$ cat src/rtl/idle_pkg.sv
package idle_pkg;
  typedef enum logic [2:0] {
    ST_RUN   = 3'b001,
    ST_ENTER = 3'b010,
    ST_IDLE  = 3'b100
  } pwr_state_e;

  localparam int WDAT_W       = 4;
  localparam int BIT_STOP     = 0;
  localparam int BIT_DIS_MASK = 1;
  localparam int BIT_DIS_NPIN = 2;
  localparam int BIT_DIS_NWDG = 3;
  localparam int BIT_MODE     = 0;
  localparam logic ADDR_MODE  = 1'b0;
  localparam logic ADDR_CTRL  = 1'b1;
endpackage

$ cat src/rtl/idle_rst_sync.sv
module idle_rst_sync (
  input  logic clk,
  input  logic arst_n,
  output logic rst_n_o
);
  logic s1_q, s2_q;

  always_ff @(posedge clk or negedge arst_n) begin
    if (!arst_n) begin
      s1_q <= 1'b0;
      s2_q <= 1'b0;
    end else begin
      s1_q <= 1'b1;
      s2_q <= s1_q;
    end
  end

  assign rst_n_o = s2_q;
endmodule

$ cat src/rtl/idle_sync.sv
module idle_sync #(
  parameter int W = 1
) (
  input  logic         clk,
  input  logic         rst_n,
  input  logic [W-1:0] d_i,
  output logic [W-1:0] q_o
);
  for (genvar g = 0; g < W; g++) begin : g_bit
    logic s1_q, s2_q;
    always_ff @(posedge clk or negedge rst_n) begin
      if (!rst_n) begin
        s1_q <= 1'b0;
        s2_q <= 1'b0;
      end else begin
        s1_q <= d_i[g];
        s2_q <= s1_q;
      end
    end
    assign q_o[g] = s2_q;
  end
endmodule

$ cat src/rtl/idle_regs.sv
module idle_regs
  import idle_pkg::*;
(
  input  logic              clk,
  input  logic              rst_n,
  input  logic              wr_en,
  input  logic              wr_addr,
  input  logic [WDAT_W-1:0] wr_data,
  input  logic              in_run_i,
  input  logic              wake_i,
  output logic              mode_q,
  output logic              stop_q,
  output logic              dis_mask_q,
  output logic              dis_npin_q,
  output logic              dis_nwdg_q
);
  logic mode_d, stop_d, dis_mask_d, dis_npin_d, dis_nwdg_d;
  logic wr_mode, wr_ctrl, stop_req;

  always_comb begin
    wr_mode    = wr_en && (wr_addr == ADDR_MODE);
    wr_ctrl    = wr_en && (wr_addr == ADDR_CTRL);
    stop_req   = wr_ctrl && wr_data[BIT_STOP] && in_run_i && !mode_q;
    mode_d     = wr_mode ? wr_data[BIT_MODE] : mode_q;
    dis_mask_d = wr_ctrl ? wr_data[BIT_DIS_MASK] : dis_mask_q;
    dis_npin_d = wr_ctrl ? wr_data[BIT_DIS_NPIN] : dis_npin_q;
    dis_nwdg_d = wr_ctrl ? wr_data[BIT_DIS_NWDG] : dis_nwdg_q;
    if (wake_i)        stop_d = 1'b0;
    else if (stop_req) stop_d = 1'b1;
    else               stop_d = stop_q;
  end

  always_ff @(posedge clk or negedge rst_n) begin
    if (!rst_n) begin
      mode_q     <= 1'b0;
      stop_q     <= 1'b0;
      dis_mask_q <= 1'b0;
      dis_npin_q <= 1'b0;
      dis_nwdg_q <= 1'b0;
    end else begin
      mode_q     <= mode_d;
      stop_q     <= stop_d;
      dis_mask_q <= dis_mask_d;
      dis_npin_q <= dis_npin_d;
      dis_nwdg_q <= dis_nwdg_d;
    end
  end


  stop_clr_chk: assert property (@(posedge clk) disable iff (!rst_n)
    wake_i |=> !stop_q);


  mode_blk_chk: assert property (@(posedge clk) disable iff (!rst_n)
    (wr_en && wr_addr == ADDR_CTRL && mode_q && !stop_q) |=> !stop_q);
endmodule

$ cat src/rtl/idle_wake_eval.sv
module idle_wake_eval #(
  parameter int N_EXT  = 8,
  parameter int N_INT  = 4,
  parameter int PRIO_W = 3
) (
  input  logic              armed_i,
  input  logic              nmi_pin_s_i,
  input  logic              nmi_wdog_i,
  input  logic [N_EXT-1:0]  ext_s_i,
  input  logic [N_EXT-1:0]  ext_mask_i,
  input  logic [N_INT-1:0]  int_irq_i,
  input  logic [N_INT-1:0]  int_mask_i,
  input  logic              dis_mask_i,
  input  logic              dis_npin_i,
  input  logic              dis_nwdg_i,
  input  logic              int_en_i,
  input  logic              isr_active_i,
  input  logic [PRIO_W-1:0] isr_level_i,
  input  logic [PRIO_W-1:0] pend_prio_i,
  output logic              wake_any_o,
  output logic              wake_nmi_o,
  output logic              wake_ack_o
);
  logic nmi_hit, mask_hit, prio_wins;
  logic [N_EXT-1:0] ext_live;
  logic [N_INT-1:0] int_live;

  always_comb begin
    ext_live   = ext_s_i & ~ext_mask_i;
    int_live   = int_irq_i & ~int_mask_i;
    nmi_hit    = (nmi_pin_s_i && !dis_npin_i) || (nmi_wdog_i && !dis_nwdg_i);
    mask_hit   = !dis_mask_i && ((|ext_live) || (|int_live));
    prio_wins  = !isr_active_i || (pend_prio_i > isr_level_i);
    wake_any_o = armed_i && (nmi_hit || mask_hit);
    wake_nmi_o = wake_any_o && nmi_hit;
    wake_ack_o = wake_any_o && (nmi_hit || (int_en_i && prio_wins));
  end
endmodule

$ cat src/rtl/idle_fsm.sv
module idle_fsm
  import idle_pkg::*;
#(
  parameter int ENTRY_CYC = 2
) (
  input  logic       clk,
  input  logic       rst_n,
  input  logic       stop_i,
  input  logic       wake_any_i,
  input  logic       wake_nmi_i,
  input  logic       wake_ack_i,
  output pwr_state_e state_o,
  output logic       cpu_en_o,
  output logic       per_en_o,
  output logic       wake_o,
  output logic       wake_nmi_o,
  output logic       wake_ack_o
);
  localparam int CNT_W = (ENTRY_CYC > 1) ? $clog2(ENTRY_CYC) : 1;
  localparam logic [CNT_W-1:0] CNT_LOAD = CNT_W'(ENTRY_CYC - 1);

  pwr_state_e state_q, state_d;
  logic [CNT_W-1:0] cnt_q, cnt_d;
  logic cpu_en_q, per_en_q, gate_d;
  logic wake_q, wake_nmi_q, wake_ack_q;

  always_comb begin
    state_d = state_q;
    cnt_d   = cnt_q;
    unique case (state_q)
      ST_RUN: begin
        if (stop_i) begin
          state_d = ST_ENTER;
          cnt_d   = CNT_LOAD;
        end
      end
      ST_ENTER: begin
        if (wake_any_i)          state_d = ST_RUN;
        else if (cnt_q == '0)    state_d = ST_IDLE;
        else                     cnt_d   = cnt_q - 1'b1;
      end
      ST_IDLE: begin
        if (wake_any_i) state_d = ST_RUN;
      end
      default: state_d = ST_RUN;
    endcase
    gate_d = (state_d == ST_IDLE);
  end

  always_ff @(posedge clk or negedge rst_n) begin
    if (!rst_n) begin
      state_q    <= ST_RUN;
      cnt_q      <= '0;
      cpu_en_q   <= 1'b1;
      per_en_q   <= 1'b1;
      wake_q     <= 1'b0;
      wake_nmi_q <= 1'b0;
      wake_ack_q <= 1'b0;
    end else begin
      state_q    <= state_d;
      cnt_q      <= cnt_d;
      cpu_en_q   <= !gate_d;
      per_en_q   <= !gate_d;
      wake_q     <= wake_any_i;
      wake_nmi_q <= wake_nmi_i;
      wake_ack_q <= wake_ack_i;
    end
  end

  assign state_o    = state_q;
  assign cpu_en_o   = cpu_en_q;
  assign per_en_o   = per_en_q;
  assign wake_o     = wake_q;
  assign wake_nmi_o = wake_nmi_q;
  assign wake_ack_o = wake_ack_q;


  enter_path_chk: assert property (@(posedge clk) disable iff (!rst_n)
    $rose(state_q == ST_IDLE) |-> $past(state_q == ST_ENTER));


  idle_gate_chk: assert property (@(posedge clk) disable iff (!rst_n)
    (state_q == ST_IDLE) |-> (!cpu_en_q && !per_en_q));


  wake_run_chk: assert property (@(posedge clk) disable iff (!rst_n)
    wake_q |-> (state_q == ST_RUN && cpu_en_q && per_en_q));


  nmi_ack_chk: assert property (@(posedge clk) disable iff (!rst_n)
    wake_nmi_q |-> wake_ack_q);
endmodule

$ cat src/rtl/idle_wake_ctrl.sv
module idle_wake_ctrl
  import idle_pkg::*;
#(
  parameter int N_EXT     = 8,
  parameter int N_INT     = 4,
  parameter int PRIO_W    = 3,
  parameter int ENTRY_CYC = 2
) (
  input  logic              clk,
  input  logic              rst_n,
  input  logic              wr_en,
  input  logic              wr_addr,
  input  logic [WDAT_W-1:0] wr_data,
  input  logic              nmi_pin,
  input  logic              nmi_wdog,
  input  logic [N_EXT-1:0]  ext_irq,
  input  logic [N_EXT-1:0]  ext_mask,
  input  logic [N_INT-1:0]  int_irq,
  input  logic [N_INT-1:0]  int_mask,
  input  logic              int_en,
  input  logic              isr_active,
  input  logic [PRIO_W-1:0] isr_level,
  input  logic [PRIO_W-1:0] pend_prio,
  input  logic              wdog_rst_req,
  output logic              osc_run_o,
  output logic              cpu_clk_en_o,
  output logic              per_clk_en_o,
  output logic              aux_clk_en_o,
  output logic [2:0]        state_o,
  output logic              wake_o,
  output logic              wake_ack_o,
  output logic              wake_nmi_o
);
  logic rst_int_n;
  logic nmi_pin_s;
  logic [N_EXT-1:0] ext_s;
  logic mode_q, stop_q, dis_mask_q, dis_npin_q, dis_nwdg_q;
  logic wake_any, wake_nmi, wake_ack;
  pwr_state_e state;

  idle_rst_sync u_rst (
    .clk     (clk),
    .arst_n  (rst_n),
    .rst_n_o (rst_int_n)
  );

  idle_sync #(.W(1)) u_sync_nmi (
    .clk   (clk),
    .rst_n (rst_int_n),
    .d_i   (nmi_pin),
    .q_o   (nmi_pin_s)
  );

  idle_sync #(.W(N_EXT)) u_sync_ext (
    .clk   (clk),
    .rst_n (rst_int_n),
    .d_i   (ext_irq),
    .q_o   (ext_s)
  );

  idle_regs u_regs (
    .clk        (clk),
    .rst_n      (rst_int_n),
    .wr_en      (wr_en),
    .wr_addr    (wr_addr),
    .wr_data    (wr_data),
    .in_run_i   (state == ST_RUN),
    .wake_i     (wake_any),
    .mode_q     (mode_q),
    .stop_q     (stop_q),
    .dis_mask_q (dis_mask_q),
    .dis_npin_q (dis_npin_q),
    .dis_nwdg_q (dis_nwdg_q)
  );

  idle_wake_eval #(.N_EXT(N_EXT), .N_INT(N_INT), .PRIO_W(PRIO_W)) u_eval (
    .armed_i      (state != ST_RUN),
    .nmi_pin_s_i  (nmi_pin_s),
    .nmi_wdog_i   (nmi_wdog),
    .ext_s_i      (ext_s),
    .ext_mask_i   (ext_mask),
    .int_irq_i    (int_irq),
    .int_mask_i   (int_mask),
    .dis_mask_i   (dis_mask_q),
    .dis_npin_i   (dis_npin_q),
    .dis_nwdg_i   (dis_nwdg_q),
    .int_en_i     (int_en),
    .isr_active_i (isr_active),
    .isr_level_i  (isr_level),
    .pend_prio_i  (pend_prio),
    .wake_any_o   (wake_any),
    .wake_nmi_o   (wake_nmi),
    .wake_ack_o   (wake_ack)
  );

  idle_fsm #(.ENTRY_CYC(ENTRY_CYC)) u_fsm (
    .clk        (clk),
    .rst_n      (rst_int_n),
    .stop_i     (stop_q),
    .wake_any_i (wake_any),
    .wake_nmi_i (wake_nmi),
    .wake_ack_i (wake_ack),
    .state_o    (state),
    .cpu_en_o   (cpu_clk_en_o),
    .per_en_o   (per_clk_en_o),
    .wake_o     (wake_o),
    .wake_nmi_o (wake_nmi_o),
    .wake_ack_o (wake_ack_o)
  );

  assign osc_run_o    = 1'b1;
  assign aux_clk_en_o = 1'b1;
  assign state_o      = state;


  wdrst_ign_chk: assert property (@(posedge clk) disable iff (!rst_int_n)
    (state == ST_IDLE && wdog_rst_req && !wake_any) |=> (state == ST_IDLE));


  sync_lat_chk: assert property (@(posedge clk) disable iff (!rst_int_n)
    (state == ST_IDLE && !nmi_wdog && (int_irq == '0) && !$past(nmi_pin) &&
     ($past(ext_irq) == '0)) |=> !wake_o || $past(nmi_pin_s) || ($past(ext_s) != '0));
endmodule

$ cat config.mk
export PLATFORM = sky130hd
export DESIGN_NAME = idle_wake_ctrl
export DESIGN_NICKNAME = d
export VERILOG_FILES = /design/src/rtl/idle_pkg.sv /design/src/rtl/idle_rst_sync.sv /design/src/rtl/idle_sync.sv /design/src/rtl/idle_regs.sv /design/src/rtl/idle_wake_eval.sv /design/src/rtl/idle_fsm.sv /design/src/rtl/idle_wake_ctrl.sv
export SDC_FILE = /design/constraint.sdc
export NUM_CORES = 1
export LEC_CHECK = 0
export CAP_MARGIN = 15
export CORE_ASPECT_RATIO = 1.25
export CORE_UTILIZATION = 44
export DETAILED_ROUTE_END_ITERATION = 12
export PLACE_DENSITY_LB_ADDON = 0.1
export SYNTH_ARGS = -nofsm -noshare
export SYNTH_HDL_FRONTEND = slang
export SYNTH_SLANG_ARGS = --single-unit
$ cat constraint.sdc
create_clock -name clk -period 3.1 [get_ports clk]
set_input_delay 0.465 -clock clk [delete_from_list [all_inputs] [get_ports clk]]
set_output_delay 0.465 -clock clk [all_outputs]
set_load 0.02 [all_outputs]
After elaboration in Yosys (flattened, before gate mapping)
Index checks and enable logic that the tools add are counted.
{"block": "word_totals", "ff_bits": 33, "elab_cells": 84, "output_inout_bits": 10, "inputBits": 43}
{"block": "op_classes", "add_sub_neg": 1, "reduce_logical": 28, "n_eq_ne": 7, "mux": 11, "order_cmp": 1, "bitwise_logic": 5}
{"cell": "$logic_and 1x1->1", "n": 12}
{"cell": "$mux 3", "n": 4}
{"cell": "$pmux 3 s3", "n": 1}
{"cell": "$and 8x8->8", "n": 1}
{"cell": "$not 8->8", "n": 1}
{"cell": "$reduce_or 8->1", "n": 1}
{"cell": "$eq 3x3->1 const B", "n": 2}
{"cell": "$logic_not 1->1", "n": 6}
{"cell": "$logic_or 1x1->1", "n": 5}
{"cell": "$mux 1", "n": 5}
{"cell": "$and 4x4->4", "n": 1}
{"cell": "$ne 2x2->1 const B", "n": 2}
{"cell": "$not 4->4", "n": 1}
{"cell": "$reduce_bool 2->1", "n": 2}
{"cell": "$reduce_or 4->1", "n": 1}
{"cell": "$eq 3x1->1 const B", "n": 1}
{"cell": "$eq 3x2->1 const B", "n": 1}
{"cell": "$gt 3x3->1", "n": 1}
{"cell": "$ne 3x1->1 const B", "n": 1}
{"cell": "$reduce_and 3->1", "n": 1}
{"cell": "$pmux 1 s2", "n": 1}
{"cell": "$not 1->1", "n": 1}
{"cell": "$sub 1x1->1 const B", "n": 1}

Depth between registers and ports, before layout
{"block": "depth", "ltp_word": 11, "mapped_depth": 6, "ltp_nobuf": 6}

By module
A second synthesis with hierarchy kept.
{"block": "unflattened", "hier_cells": 108, "hier_area_um2": 1402.6}
{"mod": "idle_sync (u_sync_ext)", "n_inst": 1, "cells_per_inst": 24, "seq_area_each_um2": 400.4, "area_each_um2": 460.4}
{"mod": "idle_fsm", "n_inst": 1, "cells_per_inst": 23, "seq_area_each_um2": 202.7, "area_each_um2": 316.6}
{"mod": "idle_wake_eval", "n_inst": 1, "cells_per_inst": 37, "seq_area_each_um2": 0.0, "area_each_um2": 262.8}
{"mod": "idle_regs", "n_inst": 1, "cells_per_inst": 14, "seq_area_each_um2": 125.1, "area_each_um2": 224.0}
{"mod": "idle_rst_sync", "n_inst": 1, "cells_per_inst": 3, "seq_area_each_um2": 50.0, "area_each_um2": 53.8}
{"mod": "idle_sync (u_sync_nmi)", "n_inst": 1, "cells_per_inst": 2, "seq_area_each_um2": 50.0, "area_each_um2": 50.0}
{"mod": "idle_wake_ctrl", "n_inst": 1, "cells_per_inst": 5, "seq_area_each_um2": 0.0, "area_each_um2": 35.0}

Worst setup path before layout
Ideal clock, no wire load.
{"block": "synth_path", "kind": "register -> register", "from": "reg u_fsm.state_q[0], in the netlist u_fsm.state_o[0]", "to": "reg u_fsm.cnt_q", "required_ns": 3.018, "synth_period_minus_slack_ns": 1.466, "arrival_ns": 1.384, "n_path_buf": 0, "setup_ns": 0.082, "stages_incl_launch_ff": 5, "path_slack_ns": 1.634, "path_cell_list": "dfstp_2 -> nor3b_1 -> and2_1 -> nor2_1 -> a31oi_1"}
{"block": "synth_between", "elab_chain_cells": 4, "word_cells_on_any_way": 9, "cone_classes": "eq/ne (5); mux (1); reduce/logical (3)"}
{"element": "start, declared", "line": "idle_fsm.sv:22", "rtl": "pwr_state_e state_q, state_d;"}
{"element": "start signal, assigned", "line": "idle_fsm.sv:60", "rtl": "state_q <= state_d;"}
{"element": "$ne 3x1->1", "line": "idle_wake_ctrl.sv:77", "rtl": ".armed_i (state != ST_RUN),"}
{"element": "$logic_and 1x1->1", "line": "idle_wake_eval.sv:34", "rtl": "wake_any_o = armed_i && (nmi_hit || mask_hit);"}
{"element": "$ne 2x2->1 (no source line)"}
{"element": "$reduce_and 3->1 (no source line)"}
{"element": "end signal, assigned", "line": "idle_fsm.sv:61", "rtl": "cnt_q <= cnt_d;"}
{"element": "end, declared", "line": "idle_fsm.sv:23", "rtl": "logic [CNT_W-1:0] cnt_q, cnt_d;"}
Several ways; a longest one is shown, not always the timed one.
A chain may end at the register's enable or synchronous reset.

Final worst setup path
{"block": "layout_path", "from": "reg u_fsm.state_q[0], in the netlist u_fsm.state_o[0]", "to": "out state_o[0]"}
{"element": "end, declared", "line": "idle_wake_ctrl.sv:29", "rtl": "output logic [2:0] state_o,"}
No word-level cell between the ends.

==> results by group <==
Synthesis
  • Post-Syn Instances: between 90 and 100
  • Yosys top cell area share: between 60% and 70%
  • Cell variety after synth: 27
  • Syn. warnings: 0
  • Commonest cells post-synth: dfrtp_1, inv_1, nor2b_1
  • Most frequent cell after synthesis: dfrtp_1
  • Post-synth EDFFs: 0
  • Mapped Area: between 0.001 and 0.0015 sq mm
  • Top_reg_cell synth: dfrtp_1
  • Area leader, netlist: dfrtp_1
  • Sequential element share of the synthesized area: about two thirds
  • Async SR Flop Fraction: 100%
  • Ranking of synthesized cells by area: dfrtp_1, dfstp_2, nor2b_1
  • Syn avg cell area: around 13 sq um
  • Register bit total from synthesis: 33

Timing
  • Post-layout minimum cycle time: a little under 2 ns
  • Worst-margin pin slew: 0.665 ns
  • Count of final setup violators: 0
  • Final Hold Fails: 0
  • Clock skew: between 0.004 and 0.005 ns
  • Slew headroom: 55.6%
  • RSZ-0062 raised after global routing: false
  • Fin. max-slew vios: 0
  • Tcrit/Tclk final: between 60% and 70%
  • Fmax: slightly above 0.5 GHz
  • Setup TNS: 0 ns

Worst setup path
  • Worst path bufs/invs: 1
  • Slowest cell on crit path: clkdlybuf4s50_1
  • Worst-path maximum fanout: 3
  • Crit path arrival time: about 1.5 ns
  • CP endpoint kind: primary output
  • Max incr delay on CP: 0.60 ns
  • Cells along the critical path: clkdlybuf4s50_1
  • Startpoint Class: register
  • Top delay family on crit path: buffers and inverters
  • WS Path Type: register to primary output
  • CP Data Required Time: ~2.6 ns

Place
  • Dpl cell area: ~0.0018 sq mm
  • DP HPWL: 1710 um
  • I/O Buffers: 49
  • Gpl congestion: around 0.68

Detailed routing
  • # DRC: 0
  • WL/cell: approximately 12 um
  • DR vias: 863
  • Initial drt markers: 6
  • Post-route ant nets: 0
  • Final wirelength: about 2300 um
  • Pre-antenna DRT Iters: 4
  • Drt via density: approximately 4.6

Clocking
  • Num CTS Buffers: 5
  • Worst-Skew Late Latency: approximately 0.32 ns
  • Clock tree buffer depth: 2
  • CTS root buffer: clkbuf_4
  • Clock transition at the registers of the reported paths: about 0.090 ns
  • Post-CTS sizing: 0
  • Clock sinks: 33
  • TritonCTS clock tree: done
  • Postcts setup bufs: 0
  • Cts hold-fix bufs: 0
  • H-tree lvl count: 2

Floorplanning
  • Io pins: 53
  • Die height: 61.4 um
  • Die footprint: between 0.003 and 0.004 sq mm
  • Die width: slightly below 50 um
  • Core box area: ~0.0027 sq mm
  • Starting density of the core: 46.4%
  • Row cnt: 21

Hold path
  • Hold crit path type: register to asynchronous set/reset pin

Outcome
  • Status: finished, final reports clean

Finish
  • Area growth, synth to finish: 48.6%
  • Post-layout nets: a little under 200
  • Share of post-route cells with drive strength above 1: approximately 11%
  • N_diodes: 0
  • Final Cell Area: between 0.0015 and 0.002 sq mm
  • Fillers: ~220

GRT
  • Vias in the first global route: between 700 and 800
  • GRT Overall Usage: 15.6%
  • Largest net degree at the start of global routing: 31
  • Initial antenna violation count: 0
  • Grt total ovfl: 0
  • First-pass GRT wire length: ~3400 um

Pwr
  • VDD IR max: around 0.45 mV
  • Static Leak: 0.839 nW
  • Pwr dens: around 560 mW/mm^2

Flow run
  • Total of max-cap violations: 0
==> layer usage <==
layer	track usage, %	part of all wire [%]	routed length, um
met4	7.35	1.3	29
met5	0	0	0
met1	17.2	41	920
met3	6.42	5.3	119
met2	26.4	53	1190
==> report_power, final <==
part / total (mW) / leakage [nW] / internal (mW) / switching, mW
clock network: 0.216 / 0.0320 / 0.0862 / 0.130
logic: 0.296 / 0.418 / 0.159 / 0.137
registers: 0.526 / 0.389 / 0.495 / 0.0313
total: 1.04 / 0.839 / 0.740 / 0.298
==> metrics by stage <==
stage | hold WS [ns] | util (%) | setup slack, ns | cells | power [mW]
2_1_floorplan | 0.169 | - | 1.63 | 98 | 0.685
3_3_place_gp | 0.332 | 66.0 | 1.04 | 179 | 0.816
3_5_place_dp | 0.335 | 66.0 | 1.02 | 179 | 0.829
4_1_cts | 0.287 | 67.9 | 1.15 | 187 | 1.05
5_1_grt | 0.186 | 69.0 | 1.12 | 188 | 1.10
6_report | 0.160 | 69.0 | 1.17 | 188 | 1.04
==> cells by family after synthesis <==
group                      count (synthesis)  share of synthesized area, %
AOI/OAI and AO/OA                         16                          9.46
adders and majority gates                  3                          3.02
buffers and inverters                     15                          5.43
DFF                                       33                          66.6
muxes                                      4                          3.62
other                                      1                         0.302
and+or+nand+nor                           24                          11.6
==> layout make-up <==
class	instances	area, sq um	area share (%)
tap	34	42.5	2.30
multi-input combinational	50	355	19.2
sequential	33	828	44.8
timing repair buffer	51	526	28.4
clock buffer	6	41.3	2.23
clock inverter	2	10.0	0.542
inverter	12	45.0	2.44
==> path summary, 6_finish.rpt <==
kind | start | end | slack [ns] | cells after the start
setup / recovery | u_fsm.state_o[0]$_DFF_PN1_ | state_o[0] | 1.17 | 1
hold / removal | u_rst.rst_n_o$_DFF_PN0_ | u_sync_ext.g_bit[0].s1_q$_DFF_PN0_ | 0.16 | 0
setup reg to reg | u_fsm.state_o[0]$_DFF_PN1_ | u_fsm.cnt_q$_DFFE_PN0P_ | 1.44 | 4
hold reg to reg | u_rst.rst_n_o$_DFF_PN0_ | u_sync_ext.g_bit[0].s1_q$_DFF_PN0_ | 0.16 | 0
max in group asynchronous | u_rst.rst_n_o$_DFF_PN0_ | u_fsm.state_o[0]$_DFF_PN1_ | 2.29 | 2
min in group clk | u_sync_ext.g_bit[6].s1_q$_DFF_PN0_ | u_sync_ext.g_bit[6].s2_q$_DFF_PN0_ | 0.36 | 0
==> layout by cell type (no fill, tap or decap), drive strengths merged, types with 3 or more instances in the layout <==
cell type	n
dfrtp	31
mux2	4
a21oi	3
inv	12
conb	3
clkdlybuf4s50	49
nor2b	9
clkbuf	6
nand2	3
ha	3
nand2b	3
nor2	3
No activity file was read; power rests on OpenSTA's default activity.
